<file path="src/rtl/alu4_pkg.sv">
package alu4_pkg;

  typedef enum logic [1:0] {
    AR_DEC = 2'b00,
    AR_ADD = 2'b01,
    AR_SUB = 2'b10,
    AR_INC = 2'b11
  } arith_fn_e;

  typedef enum logic [1:0] {
    LG_NOT = 2'b00,
    LG_AND = 2'b01,
    LG_PASS = 2'b10,
    LG_OR  = 2'b11
  } logic_fn_e;

  // Three-input majority vote
  function automatic logic maj3(input logic p, input logic q, input logic r);
    return (p & q) | (p & r) | (q & r);
  endfunction

  // Adder Y bit in arithmetic mode, from the function code and one B bit
  function automatic logic y_cond_bit(input logic [1:0] fs, input logic bb);
    logic yb;
    unique case (fs)
      AR_DEC:  yb = 1'b1;
      AR_ADD:  yb = bb;
      AR_SUB:  yb = ~bb;
      default: yb = 1'b0;
    endcase
    return yb;
  endfunction

  // Initial carry in arithmetic mode: set for subtract and increment
  function automatic logic c0_cond(input logic [1:0] fs);
    return fs[1];
  endfunction

  // Logic result for one bit
  function automatic logic logic_bit(input logic [1:0] fs, input logic ab, input logic bb);
    logic lb;
    unique case (fs)
      LG_NOT:  lb = ~ab;
      LG_AND:  lb = maj3(ab, bb, 1'b0);
      LG_PASS: lb = ab;
      default: lb = maj3(ab, bb, 1'b1);
    endcase
    return lb;
  endfunction

endpackage

</file>
<file path="src/rtl/alu_fa_cell.sv">
module alu_fa_cell (
  input  logic in_p,
  input  logic in_q,
  input  logic cin,
  output logic sum,
  output logic cy
);
  import alu4_pkg::*;

  assign sum = in_p ^ in_q ^ cin;
  assign cy  = maj3(in_p, in_q, cin);
endmodule

</file>
<file path="src/rtl/alu_ripple.sv">
module alu_ripple #(
  parameter int W = 4
) (
  input  logic         clk,
  input  logic         rst_n,
  input  logic [W-1:0] x_op,
  input  logic [W-1:0] y_op,
  input  logic         c_in,
  output logic [W-1:0] sum,
  output logic         c_out
);
  localparam int CW = W + 1;

  // Carry chain brought out as a named vector
  logic [CW-1:0] carry_chain;

  assign carry_chain[0] = c_in;

  for (genvar i = 0; i < W; i++) begin : g_stage
    alu_fa_cell u_fa (
      .in_p (x_op[i]),
      .in_q (y_op[i]),
      .cin  (carry_chain[i]),
      .sum  (sum[i]),
      .cy   (carry_chain[i+1])
    );
  end

  assign c_out = carry_chain[W];


  sum_matches_add_chk: assert property (@(posedge clk) disable iff (!rst_n)
    {c_out, sum} == ({1'b0, x_op} + {1'b0, y_op} + {{W{1'b0}}, c_in}));

endmodule

</file>
<file path="src/rtl/alu_cond.sv">
module alu_cond #(
  parameter int W = 4
) (
  input  logic         clk,
  input  logic         rst_n,
  input  logic [W-1:0] a,
  input  logic [W-1:0] b,
  input  logic         arith,
  input  logic [1:0]   fs,
  output logic [W-1:0] x_op,
  output logic [W-1:0] y_op,
  output logic         c0
);
  import alu4_pkg::*;

  logic [W-1:0] logic_res;
  logic [W-1:0] y_arith;

  for (genvar i = 0; i < W; i++) begin : g_bit
    assign logic_res[i] = logic_bit(fs, a[i], b[i]);
    assign y_arith[i]   = y_cond_bit(fs, b[i]);
  end

  always_comb begin
    if (arith) begin
      x_op = a;
      y_op = y_arith;
      c0   = c0_cond(fs);
    end else begin
      x_op = logic_res;
      y_op = '0;
      c0   = 1'b0;
    end
  end


  arith_x_is_a_chk: assert property (@(posedge clk) disable iff (!rst_n)
    arith |-> (x_op == a));


  arith_c0_sel_chk: assert property (@(posedge clk) disable iff (!rst_n)
    arith |-> (c0 == fs[1]));


  logic_y_zero_chk: assert property (@(posedge clk) disable iff (!rst_n)
    !arith |-> (y_op == '0 && c0 == 1'b0));


  logic_and_chk: assert property (@(posedge clk) disable iff (!rst_n)
    (!arith && fs == 2'b01) |-> (x_op == (a & b)));


  logic_or_chk: assert property (@(posedge clk) disable iff (!rst_n)
    (!arith && fs == 2'b11) |-> (x_op == (a | b)));

endmodule

</file>
<file path="src/rtl/alu_out_stage.sv">
module alu_out_stage #(
  parameter int W       = 4,
  parameter bit REG_OUT = 1'b1
) (
  input  logic         clk,
  input  logic         rst_n,
  input  logic [W-1:0] sum_in,
  input  logic         cy_in,
  output logic [W-1:0] res,
  output logic         cout
);
  if (REG_OUT) begin : g_reg
    always_ff @(posedge clk or negedge rst_n) begin
      if (!rst_n) begin
        res  <= '0;
        cout <= 1'b0;
      end else begin
        res  <= sum_in;
        cout <= cy_in;
      end
    end


    reg_follows_chk: assert property (@(posedge clk) disable iff (!rst_n)
      1'b1 |=> (res == $past(sum_in) && cout == $past(cy_in)));
  end else begin : g_comb
    assign res  = sum_in;
    assign cout = cy_in;
  end


  reset_zero_chk: assert property (@(posedge clk)
    (REG_OUT && !rst_n) |-> (res == '0 && cout == 1'b0));

endmodule

</file>
<file path="src/rtl/mode_alu4.sv">
module mode_alu4 #(
  parameter int W       = 4,
  parameter bit REG_OUT = 1'b1
) (
  input  logic         clk,
  input  logic         rst_n,
  input  logic [W-1:0] op_a,
  input  logic [W-1:0] op_b,
  input  logic         arith_mode,
  input  logic [1:0]   fn_sel,
  output logic [W-1:0] res,
  output logic         cout
);
  logic [W-1:0] x_op;
  logic [W-1:0] y_op;
  logic         c0;
  logic [W-1:0] add_sum;
  logic         add_cy;

  alu_cond #(.W(W)) u_cond (
    .clk   (clk),
    .rst_n (rst_n),
    .a     (op_a),
    .b     (op_b),
    .arith (arith_mode),
    .fs    (fn_sel),
    .x_op  (x_op),
    .y_op  (y_op),
    .c0    (c0)
  );

  alu_ripple #(.W(W)) u_add (
    .clk   (clk),
    .rst_n (rst_n),
    .x_op  (x_op),
    .y_op  (y_op),
    .c_in  (c0),
    .sum   (add_sum),
    .c_out (add_cy)
  );

  alu_out_stage #(.W(W), .REG_OUT(REG_OUT)) u_out (
    .clk    (clk),
    .rst_n  (rst_n),
    .sum_in (add_sum),
    .cy_in  (add_cy),
    .res    (res),
    .cout   (cout)
  );


  logic_no_carry_chk: assert property (@(posedge clk) disable iff (!rst_n)
    !arith_mode |-> !add_cy);


  sub_borrow_chk: assert property (@(posedge clk) disable iff (!rst_n)
    (arith_mode && fn_sel == 2'b10) |-> (add_cy == (op_a >= op_b)));

endmodule

</file>
<file path="config.mk">
export PLATFORM = sky130hd
export DESIGN_NAME = mode_alu4
export DESIGN_NICKNAME = d
export VERILOG_FILES = /design/src/rtl/alu4_pkg.sv /design/src/rtl/alu_fa_cell.sv /design/src/rtl/alu_ripple.sv /design/src/rtl/alu_cond.sv /design/src/rtl/alu_out_stage.sv /design/src/rtl/mode_alu4.sv
export SDC_FILE = /design/constraint.sdc
export NUM_CORES = 1
export LEC_CHECK = 0
export BUFFER_PORTS_ARGS = -buffer_cell sky130_fd_sc_hd__buf_4
export CORE_AREA = 5 5 42 44
export CTS_BUF_LIST = sky130_fd_sc_hd__clkbuf_8
export DETAILED_ROUTE_END_ITERATION = 10
export DIE_AREA = 0 0 47 49
export PLACE_DENSITY = 0.62
export SLEW_MARGIN = 20
export SYNTH_ARGS = -nofsm -noshare
export SYNTH_HDL_FRONTEND = slang
export SYNTH_HIERARCHICAL = 1
export SYNTH_SLANG_ARGS = --single-unit
export TNS_END_PERCENT = 10
</file>
<file path="constraint.sdc">
create_clock -name clk -period 0.8 [get_ports clk]
set_input_delay 0.16 -clock clk [delete_from_list [all_inputs] [get_ports clk]]
set_output_delay 0.16 -clock clk [all_outputs]
set_load 0.01 [all_outputs]
</file>
# Word-level counts from Yosys, hierarchy flattened
# Cells that the tools add are included.
# Widths: inputs -> output; s select.
[totals]
ff_bits = 5
out_inout_bits = 5
inputBits = 13
[classes]
mux = 11
bitwise = 48
reduce_logical = 1
eq_ne = 2
[op_table]
columns = ["op", "count"]
rows = [
  ["$pmux 1 s3", 8],
  ["$and 1x1->1", 16],
  ["$or 1x1->1", 16],
  ["$mux 4", 2],
  ["$not 1->1", 8],
  ["$xor 1x1->1", 8],
  ["$eq 2x1->1 const B", 1],
  ["$eq 2x2->1 const B", 1],
  ["$logic_not 2->1", 1],
  ["$mux 1", 1],
]

# Depth between registers and ports, before layout
# Gate-level depths: netlist of the first run.
[depth]
depth_word = 17
depth_mapped = 8
depth_no_buf = 7

# By module
# Netlist of the first run, hierarchy kept.
[modules_own_cells]
columns = ["module", "area_each_um2", "cells_per_inst", "instances"]
rows = [
  ["alu_cond", 193.9, 27, 1],
  ["alu_out_stage", 125.1, 5, 1],
  ["alu_fa_cell", 20.0, 1, 4],
]

# Worst setup path before layout of the first run
# No wires, ideal clock.
[synth_path]
path_kind = "input to register"
from = "input port fn_sel[1]"
to = "register u_out.res[3]"
required_ns = 0.664
setup_slack_ns = -1.686
n_path_buf = 1
setup_ns = 0.136
arrival_time_ns = 2.351
path_stages = 8
path_cell_list = "buf_2 nor2b_1 o211ai_1 o211ai_1 fa_1 fa_1 fa_1 fa_1"
[synth_between]
elab_chain_len = 13
word_cells_on_any_way = 31
cone_classes = "eq/ne (2); mux (11); bitwise (17); reduce/logical (1)"
[synth_rtl]
columns = ["element", "line_no", "rtl"]
rows = [
  ["from (decl)", "mode_alu4.sv:10", "input logic [1:0] fn_sel,"],
  ["$eq 2x2->1 (tied with other cells)", "alu4_pkg.sv:42", "unique case (fs)"],
  ["$pmux 1 s3 (*)", "alu4_pkg.sv:42", ""],
  ["$mux 4 (*)", "alu_cond.sv:25", "if (arith) begin"],
  ["net x_op[0]", "mode_alu4.sv:14", "logic [W-1:0] x_op;"],
  ["$and 1x1->1", "alu4_pkg.sv:19", "return (p & q) | (p & r) | (q & r);"],
  ["$or 1x1->1 (*) (2 in series)", "alu4_pkg.sv:19", ""],
  ["net u_add.carry_chain[1]", "alu_ripple.sv:15", "logic [CW-1:0] carry_chain;"],
  ["$and 1x1->1", "alu4_pkg.sv:19", ""],
  ["$or 1x1->1", "alu4_pkg.sv:19", ""],
  ["$or 1x1->1 (*)", "alu4_pkg.sv:19", ""],
  ["net u_add.carry_chain[2]", "alu_ripple.sv:15", ""],
  ["$and 1x1->1", "alu4_pkg.sv:19", ""],
  ["$or 1x1->1", "alu4_pkg.sv:19", ""],
  ["$or 1x1->1 (*)", "alu4_pkg.sv:19", ""],
  ["net u_add.carry_chain[3]", "alu_ripple.sv:15", ""],
  ["$xor 1x1->1 (*)", "alu_fa_cell.sv:10", "assign sum = in_p ^ in_q ^ cin;"],
  ["net add_sum[3]", "mode_alu4.sv:17", "logic [W-1:0] add_sum;"],
  ["to (signal assigned)", "alu_out_stage.sv:18", "res <= sum_in;"],
  ["to (decl)", "alu_out_stage.sv:9", "output logic [W-1:0] res,"],
]
# The timed path passes the listed nets; every way through them passes the cells marked *.

# Worst setup path after layout of the first run
# Ends and elaborated chain as after synthesis.

==> results of run 1 <==
[worst paths after layout]
kind | startpoint | slack (ns) | cells after the start | end
worst max-delay path | fn_sel[1] | -1.30 | 8 | u_out/res[3]
worst min-delay path | rst_n | 0.29 | 2 | u_out/res[1]
max in group asynchronous | rst_n | 0.41 | 2 | u_out/res[3]
min in group clk | arith_mode | 0.44 | 3 | u_out/res[0]
[cell families (layout without fill, tap and decap cells)]
| logic type | count (synthesis) | after routing | synth area share, % |
|---|---|---|---|
| AO/OA/AOI/OAI | 11 | 11 | 18.2 |
| adder cells (fa/ha/maj) | 4 | 4 | 20.1 |
| buffers and inverters | 3 | 28 | 5.01 |
| flip-flops | 5 | 5 | 31.3 |
| multiplexers | 4 | 4 | 10.0 |
| AND/OR/NAND/NOR | 9 | 9 | 15.4 |
[state kept, by name, summed over array words and instances, names as in the netlist]
register	count
u_out/res	4
u_out/cout	1
[what timing repair did]
item | CTS | global route
hold buffers | 1 | 0
setup endpoints to repair | 10 | 10
hold endpoints to repair | 5 | 0
pin swaps | 0 | 0
gates resized for setup | 5 | 0
[layer usage]
metal / vias up / track usage (%)
met2: 19 / 12.9
li1: 181 / -
met3: 4 / 1.48
met5: - / 0
met4: 0 / 8.29
met1: 170 / 11.2
[stage by stage]
step                hold slack [ns]  utilization (%)  area, um^2  total power, mW  setup slack [ns]
detailed placement          -0.0365             41.3         579            0.677             -1.55
CTS                           0.288             46.6         653             1.17             -1.32
finish                        0.285             46.6         653             1.15             -1.30
global placement            -0.0389             41.3         579            0.661             -1.51
global route                  0.304             46.6         653             1.23             -1.39
floorplan                    -0.136                -         407            0.482             -1.50
[layout by cell type (no fill, tap or decap)]
cell / netlist / final
nand3_1: 1 / 1
clkbuf_8: 0 / 3
buf_6: 1 / 5
inv_1: 0 / 1
mux2i_1: 4 / 4
fa_2: 0 / 3
o211ai_1: 7 / 7
fa_1: 4 / 1
dfrtp_1: 5 / 5
or3_4: 1 / 1
o21ai_0: 4 / 4
or4_1: 1 / 1
and2_1: 5 / 5
buf_4: 0 / 18
nor2b_1: 1 / 1
dlygate4sd3_1: 0 / 1
[worst max-delay path, stage by stage]
cell and delay [ns]:
buf_4 0.12, nor2b_1 0.13, o211ai_1 0.15, o211ai_1 0.13, fa_2 0.36, fa_2 0.35
fa_2 0.34, fa_1 0.43
[power by group]
part	switching (mW)	internal, mW	total [mW]
Sequential	0.0255	0.312	0.337
Combinational	0.148	0.225	0.373
Clock	0.111	0.328	0.438
Total	0.284	0.864	1.15
[Yosys cell counts]
master	number	share of area [%]
o211ai_1	7	13
nand3_1	1	1.3
o21ai_0	4	5.0
clkbuf_1	1	0.94
buf_2	1	1.3
mux2i_1	4	10
nor2b_1	1	1.6
fa_1	4	20
or4_1	1	1.9
and2_1	5	7.8
buf_6	1	2.8
dfrtp_1	5	31
or3_4	1	2.8
[area by class of cell]
cell class                      count  area [um^2]  share of cell area (%)
Timing Repair Buffer               24          201                    30.8
Tap cell                           16         20.0                    3.07
Multi-Input combinational cell     28          262                    40.0
Sequential cell                     5          125                    19.2
Clock inverter                      1         3.75                   0.575
Clock buffer                        3         41.3                    6.32
==> flow_summary.ini, run 1 <==
[run_status]
outcome = finished with violations
violations = negative setup slack

[drt]
drc_errors = 0
top_layer = met4
drtAntennaViolNets = 0
routedWlPerCell_um = 10.9
routed_wl_um = 837
drt_iter0_drc = 2
m1WireLength_um = 346
vias = 374
wl_met2_um = 393
viasPerCell = 4.86
dr.pass1.iters = 4
wl_met3_um = 60

[synthesis]
synthCells = 36
ys_warn_count = 6
netlist-cell-type-count = 13
postSynthAreaPerCell_um2 = 11.1
yosysSeqAreaShare_pct = 31.3
syn_area_um2 = 399
syn-num-nets = 53
synth_seq_cells = 5

[timing]
worst_pin_slew_ns = 0.254
finalWorstSetupSlack_ns = -1.30
fin_tns_setup_ns = -5.20
finalCritPeriodShare_pct = 263
setup_viol = 10
hold_violations = 0
max_freq_ghz = 0.476
period_minus_slack_ns = 2.10
max_slew_margin_pct = 83.0
rsz0062_at_grt = true
finalMaxSlewViolations = 0

[final_layout]
antenna_cells = 0
stdcell_count = 77
area_growth_syn_to_layout_pct = 63.6
final.fill_count = 144
fin_nets = 79
drive_above_1_share_pct = 49.2

[cts]
clock_path_buffers = 2
post-cts-setup-buffers = 0
htreeDepth = 1
cts_tree = built
cts-root-buf = clkbuf_8
cts.sinks = 5
cts_inserted_buffers = 3
clk_pin_slew_ns = 0.03

[flow_run]
cap_violations = 0

[critical_path]
arrival_ns = 2.18
cp-start-kind = input port
endpoint_kind = flop
required_ns = 0.88
crit_type = input port to flop
critPathMaxFanout = 4

[grt]
antenna_found_initial = 0
grt_overflow = 0
grt_pass1_vias = 390
grt_max_degree = 9
grt_usage_pct = 9.13
grt_pass1_wl_um = 1500

[floorplanning]
initial_core_util_pct = 28.5
core_area_um2 = 1400
die_w_um = 47
die_h_um = 49
ios = 18
dieArea_um2 = 2300
rows = 14

[power]
p_leak_nw = 0.295
power_density_nw_per_um2 = 1760
ir_worst_vdd_v = 0.000598

[place]
gp_congestion = 0.724
dp_cells = 72
dp.final_hpwl_um = 747
port_buffers = 17

[hold_path]
hp-class = input port to async pin
Power figures use the tool's default switching activity.
==> run 2, diff against run 1 <==
--- a/config.mk
+++ b/config.mk
@@ -11,6 +11,7 @@
 export DETAILED_ROUTE_END_ITERATION = 10
 export DIE_AREA = 0 0 47 49
 export PLACE_DENSITY = 0.62
+export REMOVE_ABC_BUFFERS = 1
 export SLEW_MARGIN = 20
 export SYNTH_ARGS = -nofsm -noshare
 export SYNTH_HDL_FRONTEND = slang
==> run 2 against run 1 <==
The flow still finishes with violations (negative setup slack). Final area up 2.3%. Via count down 2.9%. Sequential power about the same. Combinational power about the same. Hold slack worse by 0.0027 ns. Utilization up 1.1 points. Wire length down 5.4%. Critical path depth unchanged. Clock power about the same. Global-route usage down 0.82 points. Highest routed layer unchanged.
==> flow_summary.ini, run 2 (synthesis results as in run 1) <==
[run_status]
outcome = finished with violations
violations = negative setup slack

[grt]
grt_overflow = 0
grt_pass1_vias = 338
grt_max_degree = 9
grt_usage_pct = 8.31
grt_pass1_wl_um = 1350
antenna_found_initial = 0

[drt]
drc_errors = 0
viasPerCell = 4.59
routedWlPerCell_um = 10.0
drt_iter0_drc = 4
vias = 363
routed_wl_um = 792
drtAntennaViolNets = 0
dr.pass1.iters = 4

[critical_path]
cp-start-kind = input port
crit_type = input port to flop
critPathMaxFanout = 4
cp_slowest_stage_delay_ns = 0.42
arrival_ns = 2.19
path_delay_family = adder cells
crit_slowest_cell = fa_1
crit_buf_inv = 1
cp_common_cell = fa_2
required_ns = 0.89
crit_chain = buf_4, nor2b_1, o211ai_1, o211ai_1, fa_2, fa_2, fa_2, fa_1
endpoint_kind = flop

[floorplanning]
initial_core_util_pct = 28.5
rows = 14
ios = 18
core_area_um2 = 1400
die_w_um = 47
die_h_um = 49
dieArea_um2 = 2300

[final_layout]
antenna_cells = 0
largest_reg_flops = 4
final_cell_area_um2 = 668
area_growth_syn_to_layout_pct = 67.4
layout_common_cells = buf_4 (20), o211ai_1 (7), buf_6 (5), and2_1 (5), dfrtp_1 (5)
fin_nets = 81
final_common_cell = buf_4
drive_above_1_share_pct = 50.8
largestRegisters = u_out/res: 4 flops, u_out/cout: 1 flops
largest_register = u_out/res

[timing]
hold_violations = 0
max_slew_margin_pct = 83.1
finalMaxSlewViolations = 0
fin_hold_ws_ns = 0.282
period_minus_slack_ns = 2.11
setup_viol = 10
worst_pin_slew_ns = 0.253
max_freq_ghz = 0.475
finalCritPeriodShare_pct = 263
fin_tns_setup_ns = -5.27
finalWorstSetupSlack_ns = -1.31
rsz0062_at_grt = true

[power]
p_comb_share_pct = 32.7
p_leak_nw = 0.304
ir_worst_vdd_v = 0.000482
p_seq_share_pct = 29.2
finalPower_mw = 1.15
power_frac_clock_pct = 38.1
intPower_uw = 867
sw_frac_of_total_pct = 24.4
p_sw_uw = 280
power_density_nw_per_um2 = 1720

[cts]
post-cts-setup-buffers = 0
htreeDepth = 1
cts.sinks = 5
cts_tree = built
cts-root-buf = clkbuf_8
cts_inserted_buffers = 3
clock_path_buffers = 2
clk_pin_slew_ns = 0.03

[flow_run]
cap_violations = 0

[place]
gp_congestion = 0.781
placed_area_um2 = 587
port_buffers = 17
dp.final_hpwl_um = 702

[hold_path]
hp-class = input port to async pin
run 2: per-layer routing:
layer / vias to the layer above / GRT usage (%) / part of all wire [%]
met5: - / 0 / 0
met4: 0 / 5.53 / 2.1
met3: 2 / 3.69 / 12
met2: 19 / 11.5 / 46
met1: 157 / 9.93 / 39
li1: 185 / - / -
run 2: power by group through the flow:
stage                     registers, mW  clock network [mW]  logic [mW]
final                             0.335               0.437       0.375
after global routing              0.339               0.475       0.422
after CTS                         0.335               0.455       0.383
after detailed placement          0.327                   0       0.340
after global placement            0.326                   0       0.336
after floorplan                   0.361                   0      0.0974
run 2: metrics by stage:
stage	std cells	setup WS, ns	utilization, %
after global routing	79	-1.44	47.7
after global placement	74	-1.71	41.9
after CTS	79	-1.29	47.7
after detailed placement	74	-1.72	41.9
final	79	-1.31	47.7
after floorplan	33	-1.53	-
run 2: timing repair:
action                     CTS  global route
pin swaps                    1             0
hold endpoints to repair     5             0
gates resized for setup      8             0
hold buffers                 1             0
setup endpoints to repair   10            10
run 2: worst paths after layout:
| check | from | to | slack, ns | cells past startpoint |
|---|---|---|---|---|
| max | fn_sel[1] | u_out/res[3] | -1.31 | 8 |
| min | rst_n | u_out/res[1] | 0.28 | 2 |
| max in group asynchronous | rst_n | u_out/cout | 0.41 | 2 |
| min in group clk | op_a[3] | u_out/res[3] | 0.43 | 4 |
run 2: area by class of cell:
class	count	area, um^2
tap	16	20.0
timing repair buffer	26	216
fill	133	733
multi-input combinational	28	262
sequential	5	125
clock inverter	1	3.75
clock buffer	3	41.3
==> run 3, diff against run 2 <==
--- a/config.mk
+++ b/config.mk
@@ -6,12 +6,13 @@
 export NUM_CORES = 1
 export LEC_CHECK = 0
 export BUFFER_PORTS_ARGS = -buffer_cell sky130_fd_sc_hd__buf_4
-export CORE_AREA = 5 5 42 44
+export CORE_AREA = 3 3 40 42
 export CTS_BUF_LIST = sky130_fd_sc_hd__clkbuf_8
 export DETAILED_ROUTE_END_ITERATION = 10
-export DIE_AREA = 0 0 47 49
+export DIE_AREA = 0 0 43 45
 export PLACE_DENSITY = 0.62
 export REMOVE_ABC_BUFFERS = 1
+export SKIP_LAST_GASP = 1
 export SLEW_MARGIN = 20
 export SYNTH_ARGS = -nofsm -noshare
 export SYNTH_HDL_FRONTEND = slang
==> run 3 against run 2 <==
The flow still finishes with violations (negative setup slack). Wire length grew 6.3%. Clock power grew 2%. Die area fell by 16%. Combinational power decreased by 8.0%. Utilization increased by 2.8 points. Cell count decreased by 1.3%. Global-route usage up 1.8 points. Sequential cell count did not move. Critical path type unchanged.
==> flow_summary.ini, run 3 (synthesis results as in run 1) <==
[drt]
dr.pass1.iters = 3
drt_iter0_drc = 1
vias = 374
routed_wl_um = 842
drc_errors = 0
viasPerCell = 4.79
drtAntennaViolNets = 0
routedWlPerCell_um = 10.8

[critical_path]
crit_type = input port to flop
endpoint_kind = flop
cp-start-kind = input port
required_ns = 0.89
critPathMaxFanout = 4
arrival_ns = 2.18

[final_layout]
area_growth_syn_to_layout_pct = 62.4
largestRegisters = u_out/res: 4 flops, u_out/cout: 1 flops
final.fill_count = 117
final_util_pct = 50.4
layout_common_cells = buf_4 (25), o211ai_1 (7), and2_1 (5), dfrtp_1 (5)
final_common_cell = buf_4
largest_reg_flops = 4
largest_register = u_out/res
fin_nets = 81
drive_above_1_share_pct = 50.8
antenna_cells = 0
stdcell_count = 78

[run_status]
outcome = finished with violations
violations = negative setup slack

[cts]
cts.sinks = 5
cts_inserted_buffers = 3
post-cts-setup-buffers = 0
cts_tree = built
clk_pin_slew_ns = 0.03
clock_path_buffers = 2
cts-root-buf = clkbuf_8
htreeDepth = 1

[power]
p_leak_nw = 0.298
ir_worst_vdd_v = 0.000417
power_density_nw_per_um2 = 1720

[grt]
grt_max_degree = 7
grt_pass1_vias = 370
grt_pass1_wl_um = 1330
grt_overflow = 0
grt_usage_pct = 10.1
antenna_found_initial = 0

[floorplanning]
initial_core_util_pct = 31.1
die_h_um = 45
die_w_um = 43
core_area_um2 = 1280
dieArea_um2 = 1940
ios = 18
rows = 13

[timing]
finalMaxSlewViolations = 0
period_minus_slack_ns = 2.09
fin_hold_ws_ns = 0.283
finalCritPeriodShare_pct = 261
worst_pin_slew_ns = 0.239
max_slew_margin_pct = 84.0
rsz0062_at_grt = true
setup_viol = 10
finalWorstSetupSlack_ns = -1.29
hold_violations = 0
max_freq_ghz = 0.478

[place]
dp.final_hpwl_um = 737
gp_congestion = 0.802
port_buffers = 17
dp_cells = 73

[hold_path]
hp-class = input port to async pin

[flow_run]
cap_violations = 0
## run 3: final cells by class
class	count	area, um^2	area share, %
Clock buffer	3	41.3	6.37
Tap cell	15	18.8	2.90
Multi-Input combinational cell	28	262	40.3
Clock inverter	1	3.75	0.579
Sequential cell	5	125	19.3
Timing Repair Buffer	26	198	30.5
## run 3: critical path: stages
cell	delay, ns
buf_4	0.12
nor2b_1	0.13
o211ai_1	0.16
o211ai_1	0.14
fa_2	0.36
fa_2	0.34
fa_2	0.34
fa_1	0.42
## run 3: where the power goes
part	total, mW	internal (mW)	switching, mW
Combinational	0.345	0.197	0.148
Sequential	0.326	0.311	0.0147
Clock	0.445	0.328	0.116
## run 3: what timing repair did
action / 4_1_cts / 5_1_grt
resized for setup: 3 / 0
hold buffers: 1 / 0
endpoints found under the hold margin: 5 / 0
setup endpoints to repair: 10 / 10
pin swaps: 1 / 0
## run 3: layer usage
metal / track usage, % / vias up / wire [um]
met5: 0 / - / 0
met4: 10.8 / 0 / 31
met3: 3.59 / 4 / 52
met2: 17.4 / 12 / 446
met1: 8.73 / 173 / 311
li1: - / 185 / -
## run 3: worst paths after layout
kind / from / endpoint / slack (ns) / cells past startpoint
setup / recovery: fn_sel[1] / u_out/res[3] / -1.29 / 8
hold / removal: rst_n / u_out/cout / 0.28 / 2
max in group asynchronous: rst_n / u_out/res[2] / 0.41 / 2
min in group clk: op_b[3] / u_out/res[3] / 0.42 / 4
## run 3: per-stage QoR
step / setup slack, ns / total power, mW / cell area (um^2) / TNS, ns
after global routing: -1.36 / 1.21 / 648 / -5.64
final: -1.29 / 1.12 / 648 / -5.23
after CTS: -1.30 / 1.14 / 648 / -5.33
after global placement: -1.71 / 0.662 / 586 / -6.50
after detailed placement: -1.73 / 0.676 / 586 / -6.63
after floorplan: -1.53 / 0.458 / 379 / -5.41
